### config.mk
export PLATFORM = sky130hd
export DESIGN_NAME = pcm_fifo_reqgen
export DESIGN_NICKNAME = d
export VERILOG_FILES = /design/src/rtl/pcm_fifo_pkg.sv /design/src/rtl/pcm_fifo_buf.sv /design/src/rtl/pcm_req_cmp.sv /design/src/rtl/pcm_fifo_reqgen.sv
export SDC_FILE = /design/constraint.sdc
export NUM_CORES = 1
export LEC_CHECK = 0
export ABC_AREA = 0
export BUFFER_PORTS_ARGS = -buffer_cell sky130_fd_sc_hd__buf_2
export CAP_MARGIN = 10
export CORE_MARGIN = 2
export CORE_UTILIZATION = 50
export DETAILED_ROUTE_END_ITERATION = 10
export PLACE_DENSITY = 0.66
export SYNTH_ARGS = -nofsm -noshare
export SYNTH_HDL_FRONTEND = slang
export SYNTH_SLANG_ARGS = --single-unit
### constraint.sdc
create_clock -name clk -period 6.4 [get_ports clk]
set_input_delay 1.6 -clock clk [delete_from_list [all_inputs] [get_ports clk]]
set_output_delay 1.6 -clock clk [all_outputs]
set_load 0.03 [all_outputs]
### src/rtl/pcm_fifo_pkg.sv
// Package: shared field positions, widths and the decoded threshold
// configuration used by the FIFO pair and its request comparators.
package pcm_fifo_pkg;

    localparam int CFG_W          = 32;
    localparam int FIELD_W        = 5;
    localparam int IRQ_MARK_W     = 4;
    localparam int CAP_EN_BIT     = 0;
    localparam int PLAY_EN_BIT    = 1;
    localparam int CAP_FIELD_LSB  = 8;
    localparam int PLAY_FIELD_LSB = 16;

    // Request line index equals its bit position in the status word.
    localparam int REQ_IRQ  = 0;
    localparam int REQ_DMA1 = 1;
    localparam int REQ_DMA2 = 2;
    localparam int NUM_REQ  = 3;

    typedef struct packed {
        logic               cap_en;
        logic               play_en;
        logic [FIELD_W-1:0] cap_mark;
        logic [FIELD_W-1:0] play_mark;
    } mark_cfg_t;

    // Pull enables and thresholds out of a raw word; thresholds keep mark_w bits.
    function automatic mark_cfg_t unpack_cfg(input logic [CFG_W-1:0] raw,
                                             input int mark_w);
        mark_cfg_t          c;
        logic [FIELD_W-1:0] keep;
        for (int i = 0; i < FIELD_W; i++) begin
            keep[i] = (i < mark_w);
        end
        c.cap_en    = raw[CAP_EN_BIT];
        c.play_en   = raw[PLAY_EN_BIT];
        c.cap_mark  = raw[CAP_FIELD_LSB +: FIELD_W] & keep;
        c.play_mark = raw[PLAY_FIELD_LSB +: FIELD_W] & keep;
        return c;
    endfunction

endpackage

### src/rtl/pcm_fifo_buf.sv
// Synchronous first-word-fall-through FIFO.
// Does: stores up to DEPTH words, shows the oldest on head_data (zero when
// empty), reports the count of stored words.
// Assumes: DEPTH >= 2; push into a full FIFO and pop from an empty FIFO are
// refused, judged on the count before the clock edge.
module pcm_fifo_buf #(
    parameter int DATA_W = 32,
    parameter int DEPTH  = 8,
    parameter int LVL_W  = $clog2(DEPTH + 1)
) (
    input  logic              clk,
    input  logic              rst_n,
    input  logic              push,
    input  logic [DATA_W-1:0] push_data,
    input  logic              pop,
    output logic [DATA_W-1:0] head_data,
    output logic [LVL_W-1:0]  level
);

    localparam int PTR_W = $clog2(DEPTH);

    logic [DATA_W-1:0] mem [DEPTH];
    logic [PTR_W-1:0]  wr_ptr;
    logic [PTR_W-1:0]  rd_ptr;
    logic              full;
    logic              empty;
    logic              push_ok;
    logic              pop_ok;

    function automatic logic [PTR_W-1:0] ptr_next(input logic [PTR_W-1:0] p);
        return (p == PTR_W'(DEPTH - 1)) ? '0 : p + 1'b1;
    endfunction

    // Acceptance is decided on the pre-edge count only.
    always_comb begin
        full    = (level == LVL_W'(DEPTH));
        empty   = (level == '0);
        push_ok = push && !full;
        pop_ok  = pop && !empty;
    end

    // Storage write; no reset needed because the count guards every read.
    always_ff @(posedge clk) begin
        if (push_ok) begin
            mem[wr_ptr] <= push_data;
        end
    end

    // Pointer and count update, cleared by synchronous reset.
    always_ff @(posedge clk) begin
        if (!rst_n) begin
            wr_ptr <= '0;
            rd_ptr <= '0;
            level  <= '0;
        end else begin
            if (push_ok) wr_ptr <= ptr_next(wr_ptr);
            if (pop_ok)  rd_ptr <= ptr_next(rd_ptr);
            case ({push_ok, pop_ok})
                2'b10:   level <= level + 1'b1;
                2'b01:   level <= level - 1'b1;
                default: level <= level;
            endcase
        end
    end

    // Oldest word falls through; an empty FIFO reads zero.
    always_comb begin
        head_data = empty ? '0 : mem[rd_ptr];
    end

    a_r2_level_bound: assert property (@(posedge clk) disable iff (!rst_n)
        level <= LVL_W'(DEPTH));

    a_r2_push_step: assert property (@(posedge clk) disable iff (!rst_n)
        (push && !pop && level < LVL_W'(DEPTH)) |=> (level == $past(level) + 1'b1));

    a_r3_no_overflow: assert property (@(posedge clk) disable iff (!rst_n)
        (push && !pop && level == LVL_W'(DEPTH)) |=> (level == LVL_W'(DEPTH)));

    a_r3_full_keeps_head: assert property (@(posedge clk) disable iff (!rst_n)
        (push && !pop && level == LVL_W'(DEPTH)) |=> (head_data == $past(head_data)));

    a_r4_no_underflow: assert property (@(posedge clk) disable iff (!rst_n)
        (pop && !push && level == '0) |=> (level == '0));

endmodule

### src/rtl/pcm_req_cmp.sv
// Threshold comparator for one request line.
// Does: raises req when the capture level is at or above its mark (capture
// side enabled) or the playback level is at or below its mark (playback side
// enabled).
// Assumes: LVL_W <= FIELD_W; MARK_W selects how many threshold bits count.
module pcm_req_cmp
    import pcm_fifo_pkg::*;
#(
    parameter int LVL_W  = 4,
    parameter int MARK_W = FIELD_W
) (
    input  logic [CFG_W-1:0] cfg_raw,
    input  logic [LVL_W-1:0] cap_level,
    input  logic [LVL_W-1:0] play_level,
    output logic             req
);

    mark_cfg_t          cfg;
    logic [FIELD_W-1:0] cap_l;
    logic [FIELD_W-1:0] play_l;
    logic               cap_hit;
    logic               play_hit;
    logic               unused_cfg_bits;

    assign unused_cfg_bits = ^{cfg_raw[CFG_W-1:21], cfg_raw[15:13], cfg_raw[7:2]};

    // Opposite compare directions for the filling and the draining side.
    always_comb begin
        cfg      = unpack_cfg(cfg_raw, MARK_W);
        cap_l    = FIELD_W'(cap_level);
        play_l   = FIELD_W'(play_level);
        cap_hit  = cfg.cap_en  && (cap_l  >= cfg.cap_mark);
        play_hit = cfg.play_en && (play_l <= cfg.play_mark);
        req      = cap_hit || play_hit;
    end

endmodule

### src/rtl/pcm_fifo_reqgen.sv
// Top: playback and capture FIFOs with three level-triggered request lines.
// Does: playback FIFO is written by the bus and popped by the serial side;
// capture FIFO is pushed by the serial side and read by the bus. Two DMA
// lines and one interrupt line compare both levels with their own thresholds.
// Assumes: synchronous active-low reset; requests are combinational from the
// registered levels and the configuration inputs.
module pcm_fifo_reqgen
    import pcm_fifo_pkg::*;
#(
    parameter int DATA_W = 32,
    parameter int DEPTH  = 8
) (
    input  logic                clk,
    input  logic                rst_n,
    input  logic                bus_wr_en,
    input  logic [DATA_W-1:0]   bus_wr_data,
    input  logic                bus_rd_en,
    output logic [DATA_W-1:0]   bus_rd_data,
    input  logic                ser_push,
    input  logic [DATA_W-1:0]   ser_push_data,
    input  logic                ser_pop,
    output logic [DATA_W-1:0]   ser_pop_data,
    input  logic [CFG_W-1:0]    dma1_cfg,
    input  logic [CFG_W-1:0]    dma2_cfg,
    input  logic [CFG_W-1:0]    irq_cfg,
    output logic [FIELD_W-1:0]  cap_level,
    output logic [FIELD_W-1:0]  play_level,
    output logic                dma1_req,
    output logic                dma2_req,
    output logic                irq_req,
    output logic [CFG_W-1:0]    status_word
);

    localparam int LVL_W = $clog2(DEPTH + 1);

    logic [LVL_W-1:0] cap_cnt;
    logic [LVL_W-1:0] play_cnt;
    logic [CFG_W-1:0] cfg_arr [NUM_REQ];
    logic [NUM_REQ-1:0] req_vec;

    // Playback path: bus writes in, serial transmitter drains.
    pcm_fifo_buf #(.DATA_W(DATA_W), .DEPTH(DEPTH), .LVL_W(LVL_W)) u_play_fifo (
        .clk       (clk),
        .rst_n     (rst_n),
        .push      (bus_wr_en),
        .push_data (bus_wr_data),
        .pop       (ser_pop),
        .head_data (ser_pop_data),
        .level     (play_cnt)
    );

    // Capture path: serial receiver fills, bus reads out.
    pcm_fifo_buf #(.DATA_W(DATA_W), .DEPTH(DEPTH), .LVL_W(LVL_W)) u_cap_fifo (
        .clk       (clk),
        .rst_n     (rst_n),
        .push      (ser_push),
        .push_data (ser_push_data),
        .pop       (bus_rd_en),
        .head_data (bus_rd_data),
        .level     (cap_cnt)
    );

    // Configuration words indexed by request line.
    always_comb begin
        cfg_arr[REQ_IRQ]  = irq_cfg;
        cfg_arr[REQ_DMA1] = dma1_cfg;
        cfg_arr[REQ_DMA2] = dma2_cfg;
    end

    // One comparator per request line; the interrupt keeps narrower marks.
    for (genvar g = 0; g < NUM_REQ; g++) begin : g_req
        localparam int MW = (g == REQ_IRQ) ? IRQ_MARK_W : FIELD_W;
        pcm_req_cmp #(.LVL_W(LVL_W), .MARK_W(MW)) u_cmp (
            .cfg_raw    (cfg_arr[g]),
            .cap_level  (cap_cnt),
            .play_level (play_cnt),
            .req        (req_vec[g])
        );
    end

    // Drive levels, request outputs and the packed status word.
    always_comb begin
        cap_level   = FIELD_W'(cap_cnt);
        play_level  = FIELD_W'(play_cnt);
        irq_req     = req_vec[REQ_IRQ];
        dma1_req    = req_vec[REQ_DMA1];
        dma2_req    = req_vec[REQ_DMA2];
        status_word = '0;
        status_word[NUM_REQ-1:0]                 = req_vec;
        status_word[CAP_FIELD_LSB +: FIELD_W]    = cap_level;
        status_word[PLAY_FIELD_LSB +: FIELD_W]   = play_level;
    end

    a_r5_cap_fires: assert property (@(posedge clk) disable iff (!rst_n)
        (dma1_cfg[CAP_EN_BIT] && cap_level >= dma1_cfg[12:8]) |-> dma1_req);

    a_r6_play_fires: assert property (@(posedge clk) disable iff (!rst_n)
        (dma2_cfg[PLAY_EN_BIT] && play_level <= dma2_cfg[20:16]) |-> dma2_req);

    a_r7_disabled_quiet: assert property (@(posedge clk) disable iff (!rst_n)
        (!dma1_cfg[CAP_EN_BIT] && !dma1_cfg[PLAY_EN_BIT]) |-> !dma1_req);

    a_r8_irq_narrow: assert property (@(posedge clk) disable iff (!rst_n)
        (irq_cfg[CAP_EN_BIT] && cap_level >= {1'b0, irq_cfg[11:8]}) |-> irq_req);

endmodule

==> results of run 1 <==
[cell usage after synthesis (3+ instances only)]
master / count / area share (%)
mux4_2: 128 / 13
or3_1: 6 / 0.17
mux2i_1: 76 / 3.5
o21ai_0: 7 / 0.16
nand4_1: 3 / 0.086
buf_1: 9 / 0.16
nand2_1: 12 / 0.21
nor2b_1: 21 / 0.60
a21o_1: 5 / 0.17
buf_4: 34 / 1.2
edfxtp_1: 512 / 71
a21oi_1: 5 / 0.11
nor3_1: 16 / 0.37
a21boi_0: 5 / 0.17
xor2_1: 4 / 0.16
nand2b_1: 12 / 0.34
clkbuf_1: 21 / 0.36
nor4_1: 3 / 0.086
inv_1: 23 / 0.40
dfxtp_1: 26 / 2.4
o21a_1: 6 / 0.21
ha_1: 36 / 2.1
buf_2: 20 / 0.46
nor2_1: 77 / 1.3
[cell families (layout without fill, tap and decap cells)]
logic type	after synthesis	count (layout)	synth area share (%)
flops	538	538	72.94
mux	204	204	16.72
simple gates	165	165	3.743
buf+inv	110	335	2.670
compound gates	42	42	1.608
fa+ha+maj	36	36	2.067
xor+xnor	6	6	0.2411
other cells	1	25	0.01721
[metrics by stage]
stage	cell area, sq um	util (%)	hold slack [ns]	std cells
final	25080	58.23	0.5579	1936
after global routing	25080	58.22	0.5970	1935
after CTS	25080	58.21	0.5663	1934
after detailed placement	23380	54.27	0.5511	1837
after global placement	23380	54.27	0.5326	1837
after floorplan	21880	-	0.5021	1124
[worst max-delay path: stages]
cell and delay, ns:
buf_2 0.08, inv_1 0.04, ha_1 0.29, nor2b_1 0.13
o21a_1 0.16, o21a_1 0.15, o21ai_0 0.33, a21o_1 0.19
buf_2 0.20
[path summary, 6_finish.rpt]
check	start	endpoint	slack (ns)	cells past startpoint
max	dma2_cfg[17]	status_word[2]	1.62	9
min	u_play_fifo.rd_ptr[2]	u_play_fifo.rd_ptr[2]	0.56	2
max reg2reg	u_play_fifo.level[1]	u_play_fifo.level[3]	3.84	8
min reg2reg	u_play_fifo.rd_ptr[2]	u_play_fifo.rd_ptr[2]	0.56	2
[registers in the layout, summed over array words and instances, names as in the netlist, named ones only]
name / count
u_cap_fifo.mem: 256
u_cap_fifo.wr_ptr: 3
u_cap_fifo.rd_ptr: 3
u_play_fifo.mem: 256
u_play_fifo.wr_ptr: 3
u_play_fifo.rd_ptr: 3
u_cap_fifo.level: 4
u_play_fifo.level: 4
[metal layers]
metal | part of all wire (%) | track usage (%) | vias up
li1 | - | - | 4787
met1 | 42 | 25.03 | 5488
met2 | 50 | 31.82 | 234
met3 | 5.9 | 4.589 | 67
met4 | 1.8 | 4.967 | 10
met5 | 0.15 | 0 | -
[layout make-up]
class	instances	area, sq um	area share [%]
multi-input cells	476	5512	21.97
flip-flops and latches	538	15910	63.42
inverters	23	86.33	0.3442
clock inverters	33	287.8	1.147
repair buffers	215	1141	4.550
diodes	2	5.005	0.01995
clock buffers	64	1410	5.622
well taps	585	732.0	2.918
[power by group]
group          internal [uW]  leakage, uW  switching [uW]
Clock                   1760     0.000839            1260
Combinational           1060      0.00280            1600
Sequential              4070      0.00486             224
==> qor.yml, run 1 <==
io_buffer_count: 189
gr-total-overflow: 0
synth_seq_cells: 538
dpl.hpwl_um: 22890
ys_seq_area_share_pct: 72.94
clock_sinks: 538
arrival_ns: 3.18
synth_edf_count: 512
hp-class: "reg -> reg"
fin_crit_sh_pct: 74.67
path_clk_slew_ns: 0.06
num-fill-cells: 3243
synthCells: 1102
synth-main-ff-cell: "edfxtp_1"
grt_use_total_pct: 18.96
avgSynthCellArea_sq_um: 19.78
fmax_mhz: 209.2
cp.required_ns: 4.80
max_slew_margin_pct: 36.27
grt_pass1_vias: 10860
p_total_uw: 9983
chipWidth_um: 212.8
root_buffer: "clkbuf_16"
io_pins: 275
h-tree-depth: 2
rsz0062_at_grt: "no"
mostFrequentLayoutCell: "edfxtp_1"
synth_cell_types: 43
yosys_warnings: 0
start_util_pct: 50.59
cts_buffer_depth: 3
path_max_fanout: 2
grt_max_degree: 65
setup_viol: 0
core_sq_um: 43080
die_h_um: 212.8
postRouteAntennaNets: 0
finalSetupTns_ns: 0
final_cell_mix: "edfxtp_1, buf_2, mux4_2, mux2i_1, nor2_1"
drc: 0
p_leak_uw: 0.008500
antenna_found_initial: 7
clk_latency_ns: 0.58
status: "finished, final reports clean"
skew_ns: 0.01091
vias: 10586
post_cts_resized: 0
min_period_ns: 4.779
post_cts_buffers: 0
ys_async_sr_fraction_pct: 0
die_area_sq_um: 45270
ir_drop_uv: 261.6
pre_cts_ws_ns: 1.606
rows: 76
drv_slew: 0
tightest_slew_ns: 0.9559
cp-end-kind: "output port"
wire_per_inst_um: 21.56
cts_inserted_buffers: 53
cts_tree: "done"
postLayoutSetupSlackWorst_ns: 1.621
firstDrtPassIters: 8
globalplace.congestion: 0.7276
finalHoldViolCount: 0
grt_pass1_wl_um: 64160
syn_area_sq_um: 21790
routed_wirelength_um: 41730
power_density_nw_per_um2: 398.0
layout.nets: 1509
ctsHoldBuffers: 0
drt-vias-per-instance: 5.468
drtIter0Drc: 613
area_growth_pct: 15.09
drive_gt1_share_pct: 33.58
path_class: "in -> out"
critPathLaunchType: "input pin"
drv_cap: 0
Note: power is estimated with default switching activity, not from simulation.
==> inputs of run 2 (changes only) <==
--- a/config.mk
+++ b/config.mk
@@ -11,7 +11,7 @@
 export CORE_MARGIN = 2
 export CORE_UTILIZATION = 50
 export DETAILED_ROUTE_END_ITERATION = 10
-export PLACE_DENSITY = 0.66
+export PLACE_DENSITY = 0.69
 export SYNTH_ARGS = -nofsm -noshare
 export SYNTH_HDL_FRONTEND = slang
 export SYNTH_SLANG_ARGS = --single-unit
==> constraint.sdc (replaced) <==
create_clock -name clk -period 3.9 [get_ports clk]
set_input_delay 0.975 -clock clk [delete_from_list [all_inputs] [get_ports clk]]
set_output_delay 0.975 -clock clk [all_outputs]
set_load 0.03 [all_outputs]
==> run 2 against run 1 <==
  * Routed wire length increased by 2.1%
  * First-iteration DRC count rose by 21%
  * Die area stayed put
  * Sequential share of layout area down 0.65 points
  * Worst setup slack got worse by 1.4 ns
  * Utilization rose by 0.60 points
  * Non-clock buffer count up 7
  * Critical endpoint is now status_word[0]
  * Cell count grew 0.62%
  * Cell area increased by 1.0%
  * Via count up 1.0%
  * Clock power rose by 68%
==> qor.yml, run 2 (synthesized netlist as in run 1, its figures left out) <==
place_inst: 1844  # +0.38%
ir_drop_uv: 475.3  # +82%
fin_crit_sh_pct: 95.51
crit_chain: "ha_1 > nor2b_1 > o21a_1 > o21a_1 > o21ai_0 > a21o_1 > buf_2"
rsz0062_at_grt: "no"
fmax_mhz: 268.5
max_slew_margin_pct: 51.03  # +15 points
mostFrequentLayoutCell: "edfxtp_1"
hp-class: "reg -> reg"
die_h_um: 212.8  # unchanged
globalplace.congestion: 0.7410  # +1.8%
grt_use_total_pct: 19.25  # +0.29 points
r2r_setup_slack_ns: 1.27  # -2.57 ns
min_period_ns: 3.725
gr-total-overflow: 0  # unchanged
path_buf_inv: 1  # -2
wire_per_inst_um: 21.87  # +1.5%
cpMaxStageDelayCell: "dfxtp_1"
postRouteAntennaNets: 0  # unchanged
swShare_pct: 30.93  # about the same
p_leak_uw: 0.008586  # +1.0%
drv_slew: 0  # unchanged
status: "finished, final reports clean"
clock_sinks: 538  # unchanged
die_area_sq_um: 45270  # unchanged
h-tree-depth: 2  # unchanged
p_switching_uw: 5135  # +66%
grt_pass1_vias: 11068  # +1.9%
skew_ns: 0.01149  # +0.0005853 ns
path_class: "reg -> out"
post_cts_buffers: 0  # unchanged
antenna_found_initial: 10  # +3
arrival_ns: 2.75  # -0.43 ns
ctsHoldBuffers: 0  # unchanged
final_cell_area_sq_um: 25340  # +1.0%
path_clk_slew_ns: 0.06  # about the same
drtIter0Drc: 744  # +21%
cp.required_ns: 2.92  # -1.88 ns
cts_tree: "done"
finalSetupTns_ns: 0  # unchanged
grt_max_degree: 65  # unchanged
cp_slowest_stage_delay_ns: 0.79  # +0.46 ns
p_int_uw: 11470  # +66%
cts_buffer_depth: 3  # unchanged
cp_common_cell: "o21a_1"
fin_util_pct: 58.83  # +0.60 points
rows: 76  # unchanged
clk_latency_ns: 0.59  # about the same
post_cts_resized: 0  # unchanged
layoutNonFillerInstCount: 1948  # +0.62%
tightest_slew_ns: 0.7335  # -0.2224 ns
cts_inserted_buffers: 54  # +1.9%
start_util_pct: 50.59  # unchanged
critPathLaunchType: "flop"
combPwrFrac_pct: 27.0  # +0.3 points
grt_pass1_wl_um: 64690  # +0.84%
final_cell_mix: "edfxtp_1, buf_2, mux4_2, mux2i_1, nor2_1"
routed_wirelength_um: 42610  # +2.1%
r2r_start: "u_cap_fifo.level[1]"
r2r_cells: 5  # -3
io_pins: 275  # unchanged
finalHoldViolCount: 0  # unchanged
setup_viol: 0  # unchanged
root_buffer: "clkbuf_16"
vias: 10693  # +1.0%
hold-worst-slack_ns: 0.5425  # -0.01537 ns
chipWidth_um: 212.8  # unchanged
rr_endpoint: "u_cap_fifo.mem[6][24]"
firstDrtPassIters: 5  # -3
layout.nets: 1517  # +0.53%
path_max_fanout: 17  # +15
cp-end-kind: "output port"
io_buffer_count: 189  # unchanged
largestRegisters: "u_cap_fifo.mem (256), u_play_fifo.mem (256)"
drv_cap: 0  # unchanged
whs_path_depth: 2  # unchanged
p_clk_share_pct: 30.6  # +0.3 points
power_density_nw_per_um2: 655.1  # +65%
seq_power_share_pct: 42.3  # -0.7 points
core_sq_um: 43080  # unchanged
drive_gt1_share_pct: 33.97  # +0.39 points
hold_path_startpoint: "u_play_fifo.rd_ptr[1]"
cp.depth: 7  # -2
dpl.hpwl_um: 24200  # +5.7%
placed_area_sq_um: 23570  # +0.83%
drc: 0  # unchanged
critical-path-top-delay-family: "flip-flops"
area_growth_pct: 16.28
drt-vias-per-instance: 5.489  # +0.39%
## run 2: stage by stage
stage,power [uW],setup WS (ns)
2_1_floorplan,10410,-0.03705
3_3_place_gp,11640,0.5505
3_5_place_dp,11710,0.5313
4_1_cts,16820,0.1127
5_1_grt,17350,0.02066
6_report,16600,0.1750
## run 2: worst max path at each step
stage | from | endpoint | slack, ns
floorplan | u_play_fifo.level[1] | u_play_fifo.mem[2][0] | -0.04
global placement | irq_cfg[17] | irq_req | 0.55
detailed placement | irq_cfg[17] | status_word[0] | 0.53
CTS | flop | bus_rd_data[9] | 0.11
global route | u_play_fifo.level[1] | irq_req | 0.02
finish | u_play_fifo.level[1] | status_word[0] | 0.18
## run 2: area by class of cell
class | count | area, sq um
Timing Repair Buffer | 222 | 1319
Inverter | 23 | 86.33
Clock buffer | 71 | 1509
Clock inverter | 30 | 250.2
Tap cell | 585 | 732.0
Sequential cell | 538 | 15910
Fill cell | 3150 | 17740
Multi-Input combinational cell | 476 | 5529
Antenna cell | 3 | 7.507
## run 2: worst register-to-register path: cells and delay by family, from the launching register on
kind | cells | cell delay, ns
buffers and inverters | 1 | 0.33
AND/OR/NAND/NOR | 4 | 1.28
flip-flops | 1 | 0.72
## run 2: layer usage
metal	vias to the layer above	part of all wire, %	track usage (%)
met4	14	2.0	5.643
met2	264	51	33.43
met5	-	0.19	0
met3	71	5.6	4.045
li1	4806	-	-
met1	5538	41	24.56
## run 2: power by group through the flow
stage	sequential, uW	clock, uW	combinational (uW)
3_5_place_dp	7160	0	4550
2_1_floorplan	6960	0	3450
6_report	7030	5090	4490
5_1_grt	7080	5410	4860
4_1_cts	7040	5200	4580
3_3_place_gp	7140	0	4500
